File: src/rtl/irq_bank_pkg.sv
package irq_bank_pkg;
  localparam logic [7:0] IDX_COUNT = 8'h01;
  localparam logic [8:0] IDX_DEF0  = 9'h010;
  localparam logic [5:0] ACK_DW    = 6'h18;   // byte 0x60

  typedef struct packed {
    logic       idxWr;
    logic       loWr;
    logic       hiWr;
    logic       ackWr;
    logic [1:0] ackWord;
    logic [6:0] src;
    logic       rdIdx;
    logic       rdCount;
    logic       rdLo;
    logic       rdHi;
    logic       rdAny;
  } bankStrobe_t;
endpackage

File: src/rtl/irq_bank_ctrl.sv
module irq_bank_ctrl
  import irq_bank_pkg::*;
#(
  parameter int         NUM_SRC  = 8,
  parameter logic [7:0] CAP_BASE = 8'h40
) (
  input  logic        clk,
  input  logic        rstN,
  input  logic        cfgWrEn,
  input  logic        cfgRdEn,
  input  logic [7:0]  cfgAddr,
  input  logic [7:0]  wrIdx,
  output logic [7:0]  selIdx,
  output bankStrobe_t stb
);
  localparam int         ACK_WORDS = (NUM_SRC + 31) / 32;
  localparam logic [5:0] BASE_DW   = CAP_BASE[7:2];
  localparam logic [5:0] DATA_DW   = BASE_DW + 6'd1;
  localparam logic [5:0] ACK_END   = ACK_DW + 6'(ACK_WORDS);
  localparam logic [8:0] DEF_SPAN  = 9'(2 * NUM_SRC);

  logic [5:0] addrDw;
  logic       hitBase, hitData, hitAck, defValid;
  logic [8:0] defOff;
  logic [5:0] ackOff;

  assign addrDw   = cfgAddr[7:2];
  assign hitBase  = addrDw == BASE_DW;
  assign hitData  = addrDw == DATA_DW;
  assign hitAck   = (addrDw >= ACK_DW) && (addrDw < ACK_END);
  assign defOff   = {1'b0, selIdx} - IDX_DEF0;
  assign defValid = ({1'b0, selIdx} >= IDX_DEF0) && (defOff < DEF_SPAN);
  assign ackOff   = addrDw - ACK_DW;

  always_comb begin
    stb         = '0;
    stb.src     = defOff[7:1];
    stb.ackWord = ackOff[1:0];
    stb.idxWr   = cfgWrEn && hitBase;
    stb.loWr    = cfgWrEn && hitData && defValid && !defOff[0];
    stb.hiWr    = cfgWrEn && hitData && defValid && defOff[0];
    stb.ackWr   = cfgWrEn && hitAck;
    stb.rdIdx   = cfgRdEn && hitBase;
    stb.rdCount = cfgRdEn && hitData && (selIdx == IDX_COUNT);
    stb.rdLo    = cfgRdEn && hitData && defValid && !defOff[0];
    stb.rdHi    = cfgRdEn && hitData && defValid && defOff[0];
    stb.rdAny   = cfgRdEn;
  end

  always_ff @(posedge clk) begin
    if (!rstN)          selIdx <= '0;
    else if (stb.idxWr) selIdx <= wrIdx;
  end

  // the selector only moves on a write to the base dword
  a_r2_index_hold: assert property (@(posedge clk) disable iff (!rstN)
    !(cfgWrEn && hitBase) |=> $stable(selIdx));
endmodule

File: src/rtl/irq_bank_dp.sv
module irq_bank_dp
  import irq_bank_pkg::*;
#(
  parameter int NUM_SRC = 8
) (
  input  logic               clk,
  input  logic               rstN,
  input  bankStrobe_t        stb,
  input  logic [31:0]        wdata,
  input  logic [7:0]         selIdx,
  input  logic [NUM_SRC-1:0] srcIn,
  output logic [31:0]        cfgRdata,
  output logic               cfgRdValid,
  output logic               msgValid,
  output logic [7:0]         msgVector
);
  localparam logic [7:0] LAST_SRC = 8'(NUM_SRC - 1);

  logic [NUM_SRC-1:0] mask, actLow, lvlMode, passPw, waitEoi, prevAdj, pend, grant;
  logic [7:0]         vec [NUM_SRC];
  logic [7:0]         selVec;
  logic               unusedWdata;

  assign unusedWdata = ^wdata;

  for (genvar g = 0; g < NUM_SRC; g++) begin : g_src
    logic selMe, adj, ackHit, fireLvl, fireEdge;
    assign selMe    = stb.src == 7'(g);
    assign adj      = srcIn[g] ^ actLow[g];
    assign ackHit   = (stb.hiWr && selMe && wdata[31]) ||
                      (stb.ackWr && stb.ackWord == 2'(g / 32) && wdata[g % 32]);
    assign fireLvl  = lvlMode[g] && !mask[g] && adj && !waitEoi[g];
    assign fireEdge = !lvlMode[g] && !mask[g] && adj && !prevAdj[g];

    always_ff @(posedge clk) begin
      if (!rstN) begin
        mask[g] <= 1'b1;  actLow[g] <= 1'b0;  lvlMode[g] <= 1'b0;
        passPw[g] <= 1'b0; waitEoi[g] <= 1'b0; prevAdj[g] <= 1'b0;
        pend[g] <= 1'b0;  vec[g] <= '0;
      end else begin
        if (stb.loWr && selMe) begin
          mask[g]    <= wdata[0];
          actLow[g]  <= wdata[1];
          lvlMode[g] <= wdata[5];
          vec[g]     <= wdata[23:16];
        end
        if (stb.hiWr && selMe) passPw[g] <= wdata[30];
        prevAdj[g] <= adj;
        waitEoi[g] <= fireLvl || (waitEoi[g] && !ackHit);
        pend[g]    <= fireLvl || fireEdge || (pend[g] && !grant[g]);
      end
    end

    // a source only queues a message if it was unmasked
    a_r6_mask_gate: assert property (@(posedge clk) disable iff (!rstN)
      (pend[g] && !$past(pend[g])) |-> !$past(mask[g]));
    // only a level-mode source raises its waiting flag
    a_r7_level_flag: assert property (@(posedge clk) disable iff (!rstN)
      $rose(waitEoi[g]) |-> $past(lvlMode[g]));
    // an acknowledge always drops a set flag
    a_r5_ack_clears: assert property (@(posedge clk) disable iff (!rstN)
      (ackHit && waitEoi[g]) |=> !waitEoi[g]);
  end

  always_comb begin
    grant  = '0;
    selVec = '0;
    for (int i = NUM_SRC - 1; i >= 0; i--) begin
      if (pend[i]) begin
        grant  = '0;
        grant[i] = 1'b1;
        selVec = vec[i];
      end
    end
  end

  always_ff @(posedge clk) begin
    if (!rstN) begin
      msgValid  <= 1'b0;
      msgVector <= '0;
    end else begin
      msgValid  <= |pend;
      msgVector <= selVec;
    end
  end

  always_ff @(posedge clk) begin
    if (!rstN) begin
      cfgRdValid <= 1'b0;
      cfgRdata   <= '0;
    end else begin
      cfgRdValid <= stb.rdAny;
      cfgRdata   <= '0;
      if (stb.rdIdx)   cfgRdata <= {8'h00, selIdx, 16'h0000};
      if (stb.rdCount) cfgRdata <= {8'h00, LAST_SRC, 16'h0000};
      if (stb.rdLo)    cfgRdata <= {8'h00, vec[stb.src], 10'h000, lvlMode[stb.src],
                                    3'b000, actLow[stb.src], mask[stb.src]};
      if (stb.rdHi)    cfgRdata <= {waitEoi[stb.src], passPw[stb.src], 30'h0};
    end
  end

  // each strobe is backed by a queued message in the cycle before
  a_r13_msg_backed: assert property (@(posedge clk) disable iff (!rstN)
    msgValid |-> $past(|pend));
  // read-valid follows the read strobe by one cycle
  a_r12_read_latency: assert property (@(posedge clk) disable iff (!rstN)
    stb.rdAny |=> cfgRdValid);
endmodule

File: src/rtl/irq_msg_bank.sv
module irq_msg_bank
  import irq_bank_pkg::*;
#(
  parameter int         NUM_SRC  = 8,
  parameter logic [7:0] CAP_BASE = 8'h40
) (
  input  logic               clk,
  input  logic               rstN,
  input  logic               cfgWrEn,
  input  logic               cfgRdEn,
  input  logic [7:0]         cfgAddr,
  input  logic [31:0]        cfgWdata,
  output logic [31:0]        cfgRdata,
  output logic               cfgRdValid,
  input  logic [NUM_SRC-1:0] srcIn,
  output logic               msgValid,
  output logic [7:0]         msgVector
);
  bankStrobe_t stb;
  logic [7:0]  selIdx;

  irq_bank_ctrl #(.NUM_SRC(NUM_SRC), .CAP_BASE(CAP_BASE)) uCtrl (
    .clk(clk), .rstN(rstN), .cfgWrEn(cfgWrEn), .cfgRdEn(cfgRdEn),
    .cfgAddr(cfgAddr), .wrIdx(cfgWdata[23:16]), .selIdx(selIdx), .stb(stb)
  );

  irq_bank_dp #(.NUM_SRC(NUM_SRC)) uDp (
    .clk(clk), .rstN(rstN), .stb(stb), .wdata(cfgWdata), .selIdx(selIdx),
    .srcIn(srcIn), .cfgRdata(cfgRdata), .cfgRdValid(cfgRdValid),
    .msgValid(msgValid), .msgVector(msgVector)
  );
endmodule

File: config.mk
export PLATFORM = sky130hd
export DESIGN_NAME = irq_msg_bank
export DESIGN_NICKNAME = d
export VERILOG_FILES = /design/src/rtl/irq_bank_pkg.sv /design/src/rtl/irq_bank_ctrl.sv /design/src/rtl/irq_bank_dp.sv /design/src/rtl/irq_msg_bank.sv
export SDC_FILE = /design/constraint.sdc
export NUM_CORES = 1
export LEC_CHECK = 0
export BUFFER_PORTS_ARGS = -buffer_cell sky130_fd_sc_hd__buf_4
export CELL_PAD_IN_SITES_DETAIL_PLACEMENT = 1
export CELL_PAD_IN_SITES_GLOBAL_PLACEMENT = 2
export CORE_AREA = 2 2 203 155
export CTS_CLUSTER_DIAMETER = 120
export DETAILED_ROUTE_END_ITERATION = 8
export DIE_AREA = 0 0 205 157
export GPL_TIMING_DRIVEN = 0
export PLACE_DENSITY_LB_ADDON = 0.1
export SLEW_MARGIN = 20
export SYNTH_ARGS = -nofsm -noshare
export SYNTH_HDL_FRONTEND = slang
export SYNTH_SLANG_ARGS = --single-unit
File: constraint.sdc
create_clock -name clk -period 4.7 [get_ports clk]
set_clock_uncertainty 0.15 [all_clocks]
set_input_delay 0.94 -clock clk [delete_from_list [all_inputs] [get_ports clk]]
set_output_delay 0.94 -clock clk [all_outputs]
set_load 0.05 [all_outputs]
==> results of run 1 <==
[synthesized netlist by cell type, types with 9 or more instances]
master     count  share of area
inv_1         14         0.0071
nand3_1       30          0.020
edfxtp_1      64           0.26
buf_4         19          0.019
a31oi_1        9         0.0076
nand2_1       75          0.038
o2bb2ai_1     11          0.013
o21ai_0       35          0.024
dfxtp_1       87           0.23
nor2b_1       16          0.013
nor4_1        16          0.013
mux4_2        25          0.076
and2_1        70          0.059
clkbuf_1      38          0.019
mux2i_1       34          0.046
a21oi_1       20          0.013
nor2_1        41          0.021
nand3b_1      11          0.011
[where the power goes]
part	switching [mW]	total [mW]	internal, mW
logic	0.126	0.181	0.0548
registers	0.0171	1.41	1.39
clock network	0.641	1.33	0.691
total	0.784	2.92	2.14
[flip-flops by register name, summed over array words and instances (netlist names)]
register,cells
uDp.waitEoi,8
uDp.vec,64
uDp.actLow,8
uDp.pend,8
uDp.lvlMode,8
uDp.prevAdj,8
uDp.cfgRdValid,1
uDp.msgValid,1
uDp.cfgRdata,13
uDp.msgVector,8
uDp.mask,8
uCtrl.selIdx,8
uDp.passPw,8
[cells by family (layout without fill, tap and decap cells)]
group / Yosys count / count (layout) / synth area share
AOI/OAI and AO/OA: 111 / 111 / 0.101
buffers and inverters: 82 / 177 / 0.0523
other: 1 / 19 / 0.000504
adders and majority gates: 2 / 2 / 0.00336
DFF: 151 / 151 / 0.492
and+or+nand+nor: 304 / 304 / 0.218
xor gates and xnor gates: 10 / 10 / 0.0118
muxes: 59 / 59 / 0.121
[tightest hold or removal path, cell delays in order, from the launching register on]
cell and delay [ns]:
dfxtp_1 0.31, nand2_1 0.05, mux2i_1 0.06
[cell type report]
class | count | area (sq um) | share of cell area
buffer | 68 | 339 | 0.0375
clock buffer | 18 | 429 | 0.0474
clock inverter | 14 | 115 | 0.0127
inverter | 14 | 52.6 | 0.00580
multi-input combinational | 505 | 3480 | 0.385
sequential | 151 | 3660 | 0.405
tap | 399 | 499 | 0.0551
timing repair buffer | 63 | 473 | 0.0522
[worst paths after layout]
kind	startpoint	endpoint	slack, ns	cells past startpoint
hold / removal	uDp.passPw[1]$_SDFFE_PN0P_	uDp.passPw[1]$_SDFFE_PN0P_	0.31	2
setup reg to reg	uCtrl.selIdx[4]$_SDFFE_PN0P_	uDp.vec[3][7]$_SDFFCE_PN0P_	0.98	8
hold reg to reg	uDp.passPw[1]$_SDFFE_PN0P_	uDp.passPw[1]$_SDFFE_PN0P_	0.31	2
setup / recovery	cfgAddr[5]	uDp.vec[3][7]$_SDFFCE_PN0P_	0.76	8
[metal layers]
metal / GRT usage / wire length (microns) / vias up
met1: 0.279 / 15000 / 3078
met3: 0.0325 / 1530 / 25
met4: 0.0569 / 422 / 0
met2: 0.285 / 12800 / 173
met5: 0 / 0 / -
li1: - / - / 2796
==> flow_summary_export.csv, run 1 <==
group,metric,value,unit
status,run_status,"finished clean",
layout,layout_commonest_cell,"dfxtp_1",
clock_tree,cts-htree-levels,4,
routing,vias,6072,
routing,post-route-drc-count,0,
logic_synthesis,synth_edf_count,64,
die,die_h,157,microns
sta,timing.final.crit_share,0.839,
clock_tree,cts.sinks,151,
die,coreArea,30000,sq um
power_and_ir_drop,leakagePower,3.20,nW
placement,dpl.cell_count,1200,
sta,tightestPinTransition,1.13,ns
layout,layout_common_cells,"87 x dfxtp_1, 82 x buf_4, 75 x nand2_1",
clock_tree,clk_pin_slew,0.06,ns
logic_synthesis,synth_area,7450,sq um
die,dieArea,32200,sq um
global_route,grtUsageTotal,0.190,
logic_synthesis,synth_flop_cell,"dfxtp_1",
routing,first_pass_iters,5,
layout,antenna_cells,0,
setup_path,critPathSlowestCell,"nor4_4",
clock_tree,clk_latency,0.44,ns
layout,nFillCells,3458,
global_route,grt_max_degree,17,
global_route,grt_antenna_before_repair,0,
routing,wl_per_cell,24.2,microns
clock_tree,cts_tree,"done",
setup_path,path_buf_inv,4,
layout,syn2layout_area_growth,21.6,%
sta,hold_slack,0.314,ns
flow_run,cap_violations,0,
logic_synthesis,ys_seq_area_frac,0.492,
sta,fmax,253,MHz
global_route,grt_overflow,0,
sta,post-route-worst-setup-slack,0.755,ns
setup_path,cp-end-kind,"flip-flop",
sta,drv_slew,0,
power_and_ir_drop,irDropWorstVdd,0.000174,V
placement,place_ws,0.0818,ns
layout,design_area,9050,sq um
power_and_ir_drop,finalPower,2.92,mW
sta,tns,0,ns
sta,final_hold_viol_count,0,
global_route,grt_pass1_vias,6366,
clock_tree,ctsHoldBuffers,0,
sta,fin_crit,3.94,ns
die,initial_utilization,0.248,
layout,nets,874,
layout,fin_cells,1232,
routing,routed_wirelength,29800,microns
logic_synthesis,syn_inst,720,
clock_tree,ctsResizeCount,0,
setup_path,critical_path.top_delay_family,"simple AND/OR/NAND/NOR gates",
placement,numPortBuffers,56,
clock_tree,numCtsBuffers,17,
die,die_x,205,microns
logic_synthesis,yosysWarnings,0,
layout,layout-drive-gt1-share,0.182,
setup_path,required,4.70,ns
setup_path,worstPathArrival,3.94,ns
routing,drtAntennaViolNets,0,
hold_path,min_path_type,"flip-flop to flip-flop",
logic_synthesis,synth_area_per_cell,10.3,sq um
layout,fin_util,0.302,
logic_synthesis,synth-async-reset-ratio,0,
die,rows,55,
placement,gp_congestion,0.825,
setup_path,startpoint_type,"input port",
setup_path,crit_type,"input port to flip-flop",
setup_path,critPathMaxFanout,10,
setup_path,worst_path_most_repeated_cell,"buf_4",
sta,rsz0062_at_grt,"no",
logic_synthesis,synth_cell_types,52,
die,ioPinCount,94,
sta,slew_headroom,0.245,
setup_path,max_stage_delay,0.65,ns
logic_synthesis,ys_seq_elements,151,
clock_tree,cts_root_buffer,"clkbuf_16",
power_and_ir_drop,p_per_area,323,nW/um^2
clock_tree,post_cts_buffers,0,
global_route,grt_pass1_wl,43400,microns
sta,setup_violations,0,
placement,place_area,8500,sq um
routing,viasPerCell,4.93,
clock_tree,cts_buffer_depth,2,
placement,hpwl,22600,microns
setup_path,crit_path_cell_trace,"buf_4, or4b_1, clkbuf_2, nor4_4, clkbuf_1, nand3_1, o21ai_1, buf_4",
routing,drt_iter0_drc,422,
No activity file was read; power rests on OpenSTA's default activity.
==> run 2, diff against run 1 <==
==> constraint.sdc (replaced) <==
create_clock -name clk -period 3.5 [get_ports clk]
set_clock_uncertainty 0.15 [all_clocks]
set_input_delay 0.7 -clock clk [delete_from_list [all_inputs] [get_ports clk]]
set_output_delay 0.7 -clock clk [all_outputs]
set_load 0.05 [all_outputs]
==> run 2 against run 1 <==
  * Worst hold slack better by 0.00067 ns
  * Flip-flop and latch count did not move
  * Global-route usage is the same
  * Combinational power up 34%
  * Via count rose by 0.12%
  * Wire length down 0.24%
  * Count of clock-buffer cells in the layout is the same
  * Clock power increased by 35%
  * Sequential share of layout area decreased by 0.11 points
  * Setup slack worse by 0.56 ns
  * Largest power group unchanged
==> flow_summary_export.csv, run 2 (synthesis results as in run 1) <==
group,metric,value,unit
setup_path,cp-end-kind,"flip-flop",
layout,layout-drive-gt1-share,0.190,
routing,post-route-drc-count,0,
die,die_h,157,microns
sta,drv_slew,0,
power_and_ir_drop,power_frac_comb,0.062,
routing,first_pass_iters,5,
clock_tree,numCtsBuffers,17,
routing,wl_per_cell,24.1,microns
layout,regMostFlops,"uDp.vec",
clock_tree,clk_latency,0.44,ns
setup_path,rr_startpoint,"uCtrl.selIdx[4]$_SDFFE_PN0P_",
sta,setup_violations,0,
hold_path,min_path_type,"flip-flop to flip-flop",
layout,layout_commonest_cell,"dfxtp_1",
layout,multiInputGateArea,3490,sq um
layout,nets,876,
sta,final_hold_viol_count,0,
clock_tree,clk_pin_slew,0.07,ns
global_route,grt_max_degree,17,
global_route,grt_overflow,0,
layout,largest_reg_flops,64,
layout,reg_top3,"uDp.vec x64, uDp.cfgRdata x13",
hold_path,min_path_cells,2,
sta,post-route-worst-setup-slack,0.194,ns
power_and_ir_drop,p_int,2.87,mW
power_and_ir_drop,clkPwrFrac,0.456,
die,dieArea,32200,sq um
sta,slew_headroom,0.244,
routing,drt_iter0_drc,463,
clock_tree,cts-htree-levels,4,
sta,rsz0062_at_grt,"no",
layout,regArea,3660,sq um
setup_path,critPathMaxFanout,10,
die,initial_utilization,0.248,
hold_path,holdPathEnd,"uDp.passPw[1]$_SDFFE_PN0P_",
clock_tree,cts.sinks,151,
placement,place_ws,-0.878,ns
power_and_ir_drop,leakagePower,3.23,nW
die,die_x,205,microns
setup_path,rr_worst_depth,7,
sta,fin_crit,3.31,ns
clock_tree,cts_buffer_depth,2,
hold_path,hold_start,"uDp.passPw[1]$_SDFFE_PN0P_",
sta,tightestPinTransition,1.13,ns
setup_path,r2r_slack,0.19,ns
placement,gp_congestion,0.825,
setup_path,worstReg2RegEnd,"uDp.vec[6][3]$_SDFFCE_PN0P_",
global_route,grt_pass1_wl,43400,microns
placement,hpwl,22600,microns
setup_path,crit_path_cell_trace,"inv_1, ha_1, nor2b_2, nand3_1, buf_1, or4_4, nand2_2",
routing,viasPerCell,4.93,
routing,routed_wirelength,29700,microns
routing,drtAntennaViolNets,0,
die,rows,55,
global_route,grtUsageTotal,0.190,
sta,fmax,302,MHz
layout,syn2layout_area_growth,21.9,%
status,run_status,"finished clean",
die,coreArea,30000,sq um
global_route,grt_pass1_vias,6363,
sta,hold_slack,0.315,ns
setup_path,crit_type,"flip-flop to flip-flop",
power_and_ir_drop,p_per_area,432,nW/um^2
power_and_ir_drop,p_sw_frac,0.269,
layout,nFillCells,3460,
power_and_ir_drop,p_sw,1.05,mW
setup_path,max_stage_delay,0.67,ns
global_route,grt_antenna_before_repair,0,
sta,timing.final.crit_share,0.945,
flow_run,cap_violations,0,
setup_path,startpoint_type,"flip-flop",
setup_path,required,3.47,ns
power_and_ir_drop,irDropWorstVdd,0.000234,V
die,ioPinCount,94,
clock_tree,cts_root_buffer,"clkbuf_16",
setup_path,critPathSlowestCell,"or4_4",
layout,layout_common_cells,"87 x dfxtp_1, 84 x buf_4, 74 x nand2_1",
layout,antenna_cells,0,
clock_tree,cts_tree,"done",
placement,numPortBuffers,56,
routing,vias,6079,
setup_path,worstPathArrival,3.27,ns
power_and_ir_drop,p_seq_frac,0.482,
run 2: cell count changes in the layout (fill, tap and decap cells not counted), sizes merged:
cell  change
buf       +2
run 2: how the worst max path moves through the flow:
stage,to,slack (ns),startpoint,cells past startpoint
2_1_floorplan,uDp.vec[3][0]$_SDFFCE_PN0P_,0.01,cfgAddr[5],6
3_3_place_gp,uDp.vec[0][5]$_SDFFCE_PN0P_,-1.63,cfgAddr[5],7
3_5_place_dp,uDp.vec[0][5]$_SDFFCE_PN0P_,-0.88,cfgAddr[5],8
4_1_cts,uDp.cfgRdata[22]$_SDFF_PP0_,0.02,uCtrl.selIdx[2]$_SDFFE_PN0P_,6
5_1_grt,uDp.vec[6][3]$_SDFFCE_PN0P_,0.07,cfgAddr[5],9
6_report,uDp.vec[6][3]$_SDFFCE_PN0P_,0.19,uCtrl.selIdx[4]$_SDFFE_PN0P_,7
run 2: metrics by stage:
stage / util / area (sq um) / cells / total power, mW / setup TNS, ns
floorplan: - / 7510 / 738 / 2.05 / 0
global route: 0.303 / 9080 / 1234 / 4.04 / 0
detailed placement: 0.283 / 8500 / 1200 / 2.17 / -49.82
CTS: 0.302 / 9050 / 1232 / 3.95 / 0
global placement: 0.281 / 8430 / 1193 / 2.16 / -86.93
finish: 0.303 / 9080 / 1234 / 3.92 / 0
run 2: metal layers:
layer,wire length [microns],GRT usage,vias up,part of all wire
met3,1390,0.0325,24,0.047
met2,12900,0.285,153,0.43
met1,15100,0.279,3101,0.51
met5,0,0,-,0
met4,392,0.0569,0,0.013
li1,-,-,2801,-
run 2: layout make-up:
cell class                      count  share of cell area
Sequential cell                   151               0.404
Multi-Input combinational cell    505               0.384
Clock buffer                       18              0.0473
Inverter                           14             0.00579
Timing Repair Buffer               65              0.0538
Clock inverter                     14              0.0127
Buffer                             68              0.0378
Tap cell                          399              0.0550
run 2: critical path: cells and delay by family, from the launching register on:
kind	cells	cell delay, ns
fa+ha+maj	1	0.31
buf+inv	2	0.49
simple gates	4	1.53
flops	1	0.49
run 2: what timing repair did:
item	in CTS	in global routing
setup buffers	0	2
setup endpoints to repair	56	67
resized for setup	3	6
cloned	0	0
hold buffers	0	0
pin swaps	0	1
run 2: power groups by stage:
stage	logic (mW)	registers, mW	clock network (mW)
after floorplan	0.130	1.92	0
after global placement	0.233	1.93	0
after detailed placement	0.240	1.93	0
after CTS	0.242	1.89	1.82
after global routing	0.257	1.89	1.89
final	0.243	1.89	1.79
